`config.mk`:
```
export PLATFORM = sky130hd
export DESIGN_NAME = cfg_image_loader
export DESIGN_NICKNAME = d
export VERILOG_FILES = /design/src/rtl/cfgl_pkg.sv /design/src/rtl/cfgl_sum_acc.sv /design/src/rtl/cfgl_shadow.sv /design/src/rtl/cfgl_seq.sv /design/src/rtl/cfg_image_loader.sv
export SDC_FILE = /design/constraint.sdc
export NUM_CORES = 1
export LEC_CHECK = 0
export ABC_CLOCK_PERIOD_IN_PS = 3500
export BUFFER_PORTS_ARGS = -buffer_cell sky130_fd_sc_hd__buf_2
export CORE_ASPECT_RATIO = 0.9
export CORE_UTILIZATION = 30
export DETAILED_ROUTE_END_ITERATION = 16
export PLACE_DENSITY = 0.55
export SYNTH_ARGS = -nofsm -noshare
export SYNTH_HDL_FRONTEND = slang
export SYNTH_SLANG_ARGS = --single-unit
```
`constraint.sdc`:
```
create_clock -name clk -period 3.5 [get_ports clk]
set_input_delay 0.35 -clock clk [delete_from_list [all_inputs] [get_ports clk]]
set_output_delay 0.35 -clock clk [all_outputs]
set_load 0.05 [all_outputs]
```
`src/rtl/cfgl_pkg.sv`:
```
package cfgl_pkg;
    localparam int IMG_BYTES = 32;
    localparam int ADDR_W    = $clog2(IMG_BYTES);
    localparam int SER_MAX   = 16;
    localparam int LEN_W     = $clog2(SER_MAX + 1);

    localparam logic [ADDR_W-1:0] A_SIG_LO = ADDR_W'(0);
    localparam logic [ADDR_W-1:0] A_SIG_HI = ADDR_W'(1);
    localparam logic [ADDR_W-1:0] A_SLEN   = ADDR_W'(24);
    localparam logic [ADDR_W-1:0] A_SUM    = ADDR_W'(IMG_BYTES - 1);

    localparam int OFS_VID   = 2;
    localparam int OFS_PID   = 4;
    localparam int OFS_REL   = 6;
    localparam int OFS_SER   = 8;
    localparam int OFS_SLEN  = 24;
    localparam int OFS_PORTS = 26;
    localparam int OFS_REMOV = 28;
    localparam int OFS_ATTR  = 30;

    localparam logic [7:0] SIG_LO = 8'h40;
    localparam logic [7:0] SIG_HI = 8'h1A;

    typedef enum logic [2:0] {
        ST_START,
        ST_REQ,
        ST_WAIT,
        ST_COMMIT,
        ST_FALLBACK,
        ST_DONE
    } ld_state_t;
endpackage

```
`src/rtl/cfgl_sum_acc.sv`:
```
module cfgl_sum_acc #(
    parameter int DATA_W = 8
) (
    input  logic              clk,
    input  logic              rst,
    input  logic              add_en,
    input  logic [DATA_W-1:0] add_val,
    output logic [DATA_W-1:0] acc
);
    always_ff @(posedge clk) begin
        if (rst)
            acc <= '0;
        else if (add_en)
            acc <= acc + add_val;
    end
endmodule

```
`src/rtl/cfgl_shadow.sv`:
```
module cfgl_shadow #(
    parameter int NBYTES = 32,
    parameter int AW     = $clog2(NBYTES)
) (
    input  logic              clk,
    input  logic              rst,
    input  logic              wr_en,
    input  logic [AW-1:0]     wr_addr,
    input  logic [7:0]        wr_data,
    output logic [NBYTES*8-1:0] image_flat
);
    for (genvar g = 0; g < NBYTES; g++) begin : g_byte
        always_ff @(posedge clk) begin
            if (rst)
                image_flat[8*g +: 8] <= 8'h00;
            else if (wr_en && wr_addr == AW'(g))
                image_flat[8*g +: 8] <= wr_data;
        end
    end
endmodule

```
`src/rtl/cfgl_seq.sv`:
```
module cfgl_seq
    import cfgl_pkg::*;
(
    input  logic              clk,
    input  logic              rst,
    input  logic              rd_done,
    input  logic              rd_nack,
    input  logic [7:0]        rd_data,
    input  logic [7:0]        sum_acc,
    output logic              rd_req,
    output logic [ADDR_W-1:0] rd_addr,
    output logic              byte_take,
    output logic              sum_add,
    output logic              commit,
    output logic              fallback,
    output logic              load_done
);
    ld_state_t         state, state_nx;
    logic [ADDR_W-1:0] addr_q, addr_nx;
    logic              bad_byte, at_last;

    always_comb begin
        at_last  = (addr_q == A_SUM);
        bad_byte = rd_nack
                || (addr_q == A_SIG_LO && rd_data != SIG_LO)
                || (addr_q == A_SIG_HI && rd_data != SIG_HI)
                || (addr_q == A_SLEN   && rd_data > 8'(SER_MAX));
    end

    always_ff @(posedge clk) begin
        if (rst) begin
            state  <= ST_START;
            addr_q <= '0;
        end else begin
            state  <= state_nx;
            addr_q <= addr_nx;
        end
    end

    always_comb begin
        state_nx = state;
        addr_nx  = addr_q;
        unique case (state)
            ST_START:    state_nx = ST_REQ;
            ST_REQ:      state_nx = ST_WAIT;
            ST_WAIT: begin
                if (rd_done) begin
                    if (bad_byte)
                        state_nx = ST_FALLBACK;
                    else if (at_last)
                        state_nx = (rd_data == sum_acc) ? ST_COMMIT : ST_FALLBACK;
                    else begin
                        state_nx = ST_REQ;
                        addr_nx  = addr_q + 1'b1;
                    end
                end
            end
            ST_COMMIT:   state_nx = ST_DONE;
            ST_FALLBACK: state_nx = ST_DONE;
            ST_DONE:     state_nx = ST_DONE;
            default:     state_nx = ST_START;
        endcase
    end

    always_comb begin
        rd_req    = (state == ST_REQ);
        rd_addr   = addr_q;
        byte_take = (state == ST_WAIT) && rd_done && !rd_nack;
        sum_add   = byte_take && !at_last;
        commit    = (state == ST_COMMIT);
        fallback  = (state == ST_FALLBACK);
        load_done = (state == ST_DONE);
    end
endmodule

```
`src/rtl/cfg_image_loader.sv`:
```
module cfg_image_loader
    import cfgl_pkg::*;
#(
    parameter logic [15:0] DEF_VID   = 16'hC0DE,
    parameter logic [15:0] DEF_PID   = 16'h0107,
    parameter logic [15:0] DEF_REL   = 16'h0100,
    parameter logic [7:0]  DEF_PORTS = 8'd7,
    parameter logic [7:0]  DEF_REMOV = 8'h00
) (
    input  logic                   clk,
    input  logic                   rst,
    output logic                   rd_req,
    output logic [ADDR_W-1:0]      rd_addr,
    input  logic                   rd_done,
    input  logic [7:0]             rd_data,
    input  logic                   rd_nack,
    output logic [15:0]            vendor_id,
    output logic [15:0]            product_id,
    output logic [15:0]            release_bcd,
    output logic [SER_MAX*8-1:0]   serial_str,
    output logic [LEN_W-1:0]       serial_len,
    output logic [7:0]             port_count,
    output logic [7:0]             removable_map,
    output logic                   port_ind_en,
    output logic                   compound_dev,
    output logic                   hi_current,
    output logic                   image_valid,
    output logic                   load_done
);
    logic                   byte_take, sum_add, commit, fallback;
    logic [7:0]             sum_acc;
    logic [IMG_BYTES*8-1:0] img;
    logic                   unused_bits;

    cfgl_seq u_seq (
        .clk(clk), .rst(rst), .rd_done(rd_done), .rd_nack(rd_nack),
        .rd_data(rd_data), .sum_acc(sum_acc), .rd_req(rd_req),
        .rd_addr(rd_addr), .byte_take(byte_take), .sum_add(sum_add),
        .commit(commit), .fallback(fallback), .load_done(load_done)
    );

    cfgl_sum_acc #(.DATA_W(8)) u_sum (
        .clk(clk), .rst(rst), .add_en(sum_add), .add_val(rd_data), .acc(sum_acc)
    );

    cfgl_shadow #(.NBYTES(IMG_BYTES), .AW(ADDR_W)) u_shadow (
        .clk(clk), .rst(rst), .wr_en(byte_take), .wr_addr(rd_addr),
        .wr_data(rd_data), .image_flat(img)
    );

    assign unused_bits = ^{img[15:0], img[8*25 +: 8], img[8*27 +: 8],
                           img[8*29 +: 8], img[8*OFS_ATTR+3 +: 5],
                           img[8*OFS_SLEN+LEN_W +: 8-LEN_W], img[8*31 +: 8]};

    always_ff @(posedge clk) begin
        if (rst || fallback) begin
            vendor_id     <= DEF_VID;
            product_id    <= DEF_PID;
            release_bcd   <= DEF_REL;
            serial_str    <= '0;
            serial_len    <= '0;
            port_count    <= DEF_PORTS;
            removable_map <= DEF_REMOV;
            port_ind_en   <= 1'b0;
            compound_dev  <= 1'b0;
            hi_current    <= 1'b0;
            image_valid   <= 1'b0;
        end else if (commit) begin
            vendor_id     <= img[8*OFS_VID +: 16];
            product_id    <= img[8*OFS_PID +: 16];
            release_bcd   <= img[8*OFS_REL +: 16];
            serial_str    <= img[8*OFS_SER +: SER_MAX*8];
            serial_len    <= img[8*OFS_SLEN +: LEN_W];
            port_count    <= img[8*OFS_PORTS +: 8];
            removable_map <= img[8*OFS_REMOV +: 8];
            port_ind_en   <= img[8*OFS_ATTR];
            compound_dev  <= img[8*OFS_ATTR+1];
            hi_current    <= img[8*OFS_ATTR+2];
            image_valid   <= 1'b1;
        end
    end
endmodule

```
==> results.json <==
{
  "outcome": "finished clean",
  "ir_worst_vdd_uv": 363.3,
  "critPathLaunchType": "flip-flop",
  "clkTransAtPathRegs_ns": 0.06,
  "yosys.cell_types.count": 49,
  "viasPerCell": 4.811,
  "dp_slack_ns": 0.8833,
  "clock-root-buffer": "clkbuf_16",
  "fin_util_pct": 36.97,
  "tns_ns": 0,
  "synth.top_cell.area_share_pct": 54.75,
  "whs_ns": 0.2002,
  "cts_inserted_buffers": 45,
  "drc": 0,
  "grt_max_degree": 112,
  "antenna_found_initial": 2,
  "setup_viol": 0,
  "synth_area_leader_cell": "dfxtp_1",
  "placed_area_um2": 16930,
  "die_height_um": 215.9,
  "rsz0062_at_grt": "false",
  "p_per_area_nw_per_um2": 552.8,
  "wl_um": 46720,
  "routabilityCongestion": 0.7845,
  "drtIter0Drc": 917,
  "finalHoldViolCount": 0,
  "start_util_pct": 30.73,
  "cp-end-kind": "flip-flop",
  "ant_nets": 0,
  "slew_viol_final": 0,
  "rows": 77,
  "wl_per_cell_um": 17.12,
  "fmax_ghz": 0.3842,
  "final_area_um2": 18340,
  "fill_cells": 5124,
  "path_cells": "ha_2 -> and3_1 -> ha_1 -> nand3b_2 -> a2111oi_4 -> nand4_1 -> xor2_1 -> nor2_1",
  "htree_levels": 2,
  "grt_pass1_wl_um": 71470,
  "min_period_ns": 2.603,
  "setup_ws_ns": 0.8970,
  "cts_hold_buf": 0,
  "vias": 13130,
  "synthesis.nets": 1911,
  "p_leak_nw": 6.926,
  "final_common_cell": "nand2_1",
  "cp.arrival_ns": 3.03,
  "final_cell_mix": "631 x nand2_1, 417 x dfxtp_1, 339 x a21oi_1",
  "max_cap_viol_count": 0,
  "insertion_delay_ns": 0.57,
  "postSynthCellCount": 1885,
  "ys_warn_count": 0,
  "syn2layout_area_growth_pct": 20.29,
  "cp_slowest_cell": "a2111oi_4",
  "cts_tree": "done",
  "cts_sinks": 417,
  "holdCritPathClass": "in -> reg",
  "grt-ovfl-total": 0,
  "required_ns": 3.93,
  "port_buffers": 219,
  "syn_avg_cell_area_um2": 8.089,
  "grt_pass1_vias": 12440,
  "first_pass_iters": 5,
  "core_area_um2": 49620,
  "synth_area_leaders": "dfxtp_1 55%, nand2_1 16%, a21oi_1 11%, mux2i_1 3.7%, nand3_1 3.6%",
  "die_area_um2": 51730,
  "dp_hpwl_um": 29100,
  "slowest_delay_ns": 0.65,
  "nets": 2058,
  "finalClockSkew_ns": 0.01542,
  "worstPathMaxFanout": 13,
  "grt_use_total_pct": 17.75,
  "syn_area_um2": 15250,
  "tightest_slew_ns": 1.080,
  "ys_seq_area_share_pct": 54.75,
  "ios": 220,
  "cts_buffer_depth": 3,
  "post-cts-setup-buffers": 0,
  "crit_type": "reg -> reg",
  "slew_headroom_pct": 27.71,
  "period_share_pct": 74.37,
  "synth_seq_cells": 417,
  "die_w_um": 239.6,
  "drive_gt1_share_pct": 16.33,
  "cts.repair.resized": 0
}
[critical path, delay by kind of cell, from the launching register on]
family / cells / cell delay (ns)
AOI/OAI and AO/OA: 1 / 0.65
xor gates and xnor gates: 1 / 0.17
adders and majority gates: 2 / 0.43
DFF: 1 / 0.37
and+or+nand+nor: 4 / 0.84
[cells by family after synthesis]
family / share of synthesized area (%)
AO/OA/AOI/OAI: 12.32
adder cells (fa/ha/maj): 1.198
multiplexers: 3.816
flip-flops: 54.75
AND/OR/NAND/NOR: 23.58
XOR/XNOR: 0.4021
buffers and inverters: 3.939
[stage by stage]
step,instances,power [mW]
after floorplan,1885,5.366
final,2729,10.14
after global placement,2656,5.598
after detailed placement,2656,5.604
after CTS,2728,10.29
after global routing,2729,10.53
[worst paths after layout]
kind,from,slack (ns),end,cells past startpoint
max reg2reg,u_seq.rd_addr[0],0.90,u_seq.rd_addr[3],8
min reg2reg,u_shadow.image_flat[82],0.45,serial_str[18],2
min,rd_data[2],0.20,u_shadow.image_flat[26],3
max,u_seq.rd_addr[0],0.90,u_seq.rd_addr[3],8
[state kept, by name, summed over array words and instances, names as in the netlist, 5 cells and up]
name / count
port_count: 8
product_id: 16
release_bcd: 16
removable_map: 8
serial_len: 5
serial_str: 128
u_seq.rd_addr: 5
u_shadow.image_flat: 200
u_sum.acc: 8
vendor_id: 16
[power by group]
part | internal [mW] | switching (mW) | total, mW
logic | 0.121 | 0.550 | 0.671
clock network | 2.72 | 1.93 | 4.65
registers | 4.78 | 0.0387 | 4.82
total | 7.62 | 2.52 | 10.1
[synthesized netlist by cell type, drive strengths merged]
| cell | number |
|---|---|
| o41ai | 2 |
| nand3b | 1 |
| nor4b | 3 |
| mux2i | 57 |
| a211oi | 2 |
| or2 | 1 |
| or4b | 2 |
| nor2 | 86 |
| a311o | 1 |
| nand4b | 1 |
| buf | 17 |
| a21oi | 339 |
| a21o | 1 |
| o32a | 1 |
| xor2 | 3 |
| xnor2 | 4 |
| nor3b | 1 |
| dfxtp | 417 |
| and3 | 9 |
| a2111oi | 1 |
| and2 | 2 |
| fa | 1 |
| nand2 | 631 |
| nor3 | 6 |
| nor2b | 5 |
| ha | 13 |
| a31oi | 1 |
| nor4 | 2 |
| nand3 | 111 |
| o21ai | 8 |
| nand4 | 4 |
| inv | 9 |
| nand2b | 4 |
| o31ai | 1 |
| or3 | 1 |
| o211ai | 1 |
| clkbuf | 130 |
| a211o | 1 |
| a41oi | 1 |
| a21boi | 1 |
| mux2 | 1 |
| or4 | 2 |
[layer usage]
metal / share of wire [%] / vias up / track usage, %
li1: - / 6479 / -
met1: 48 / 6227 / 24.84
met2: 44 / 349 / 27.18
met3: 5.6 / 73 / 3.543
met4: 2.2 / 2 / 5.641
met5: 0.015 / - / 0
[cell type report]
class	count	area (um^2)	share of cell area (%)
Sequential cell	417	8348	45.51
Multi-Input combinational cell	1312	6342	34.58
Timing Repair Buffer	247	1365	7.443
Clock buffer	58	1245	6.788
Tap cell	671	839.6	4.577
Clock inverter	14	165.2	0.9005
Inverter	9	33.78	0.1842
Antenna cell	1	2.502	0.01364
Note: power is estimated with default switching activity, not from simulation.
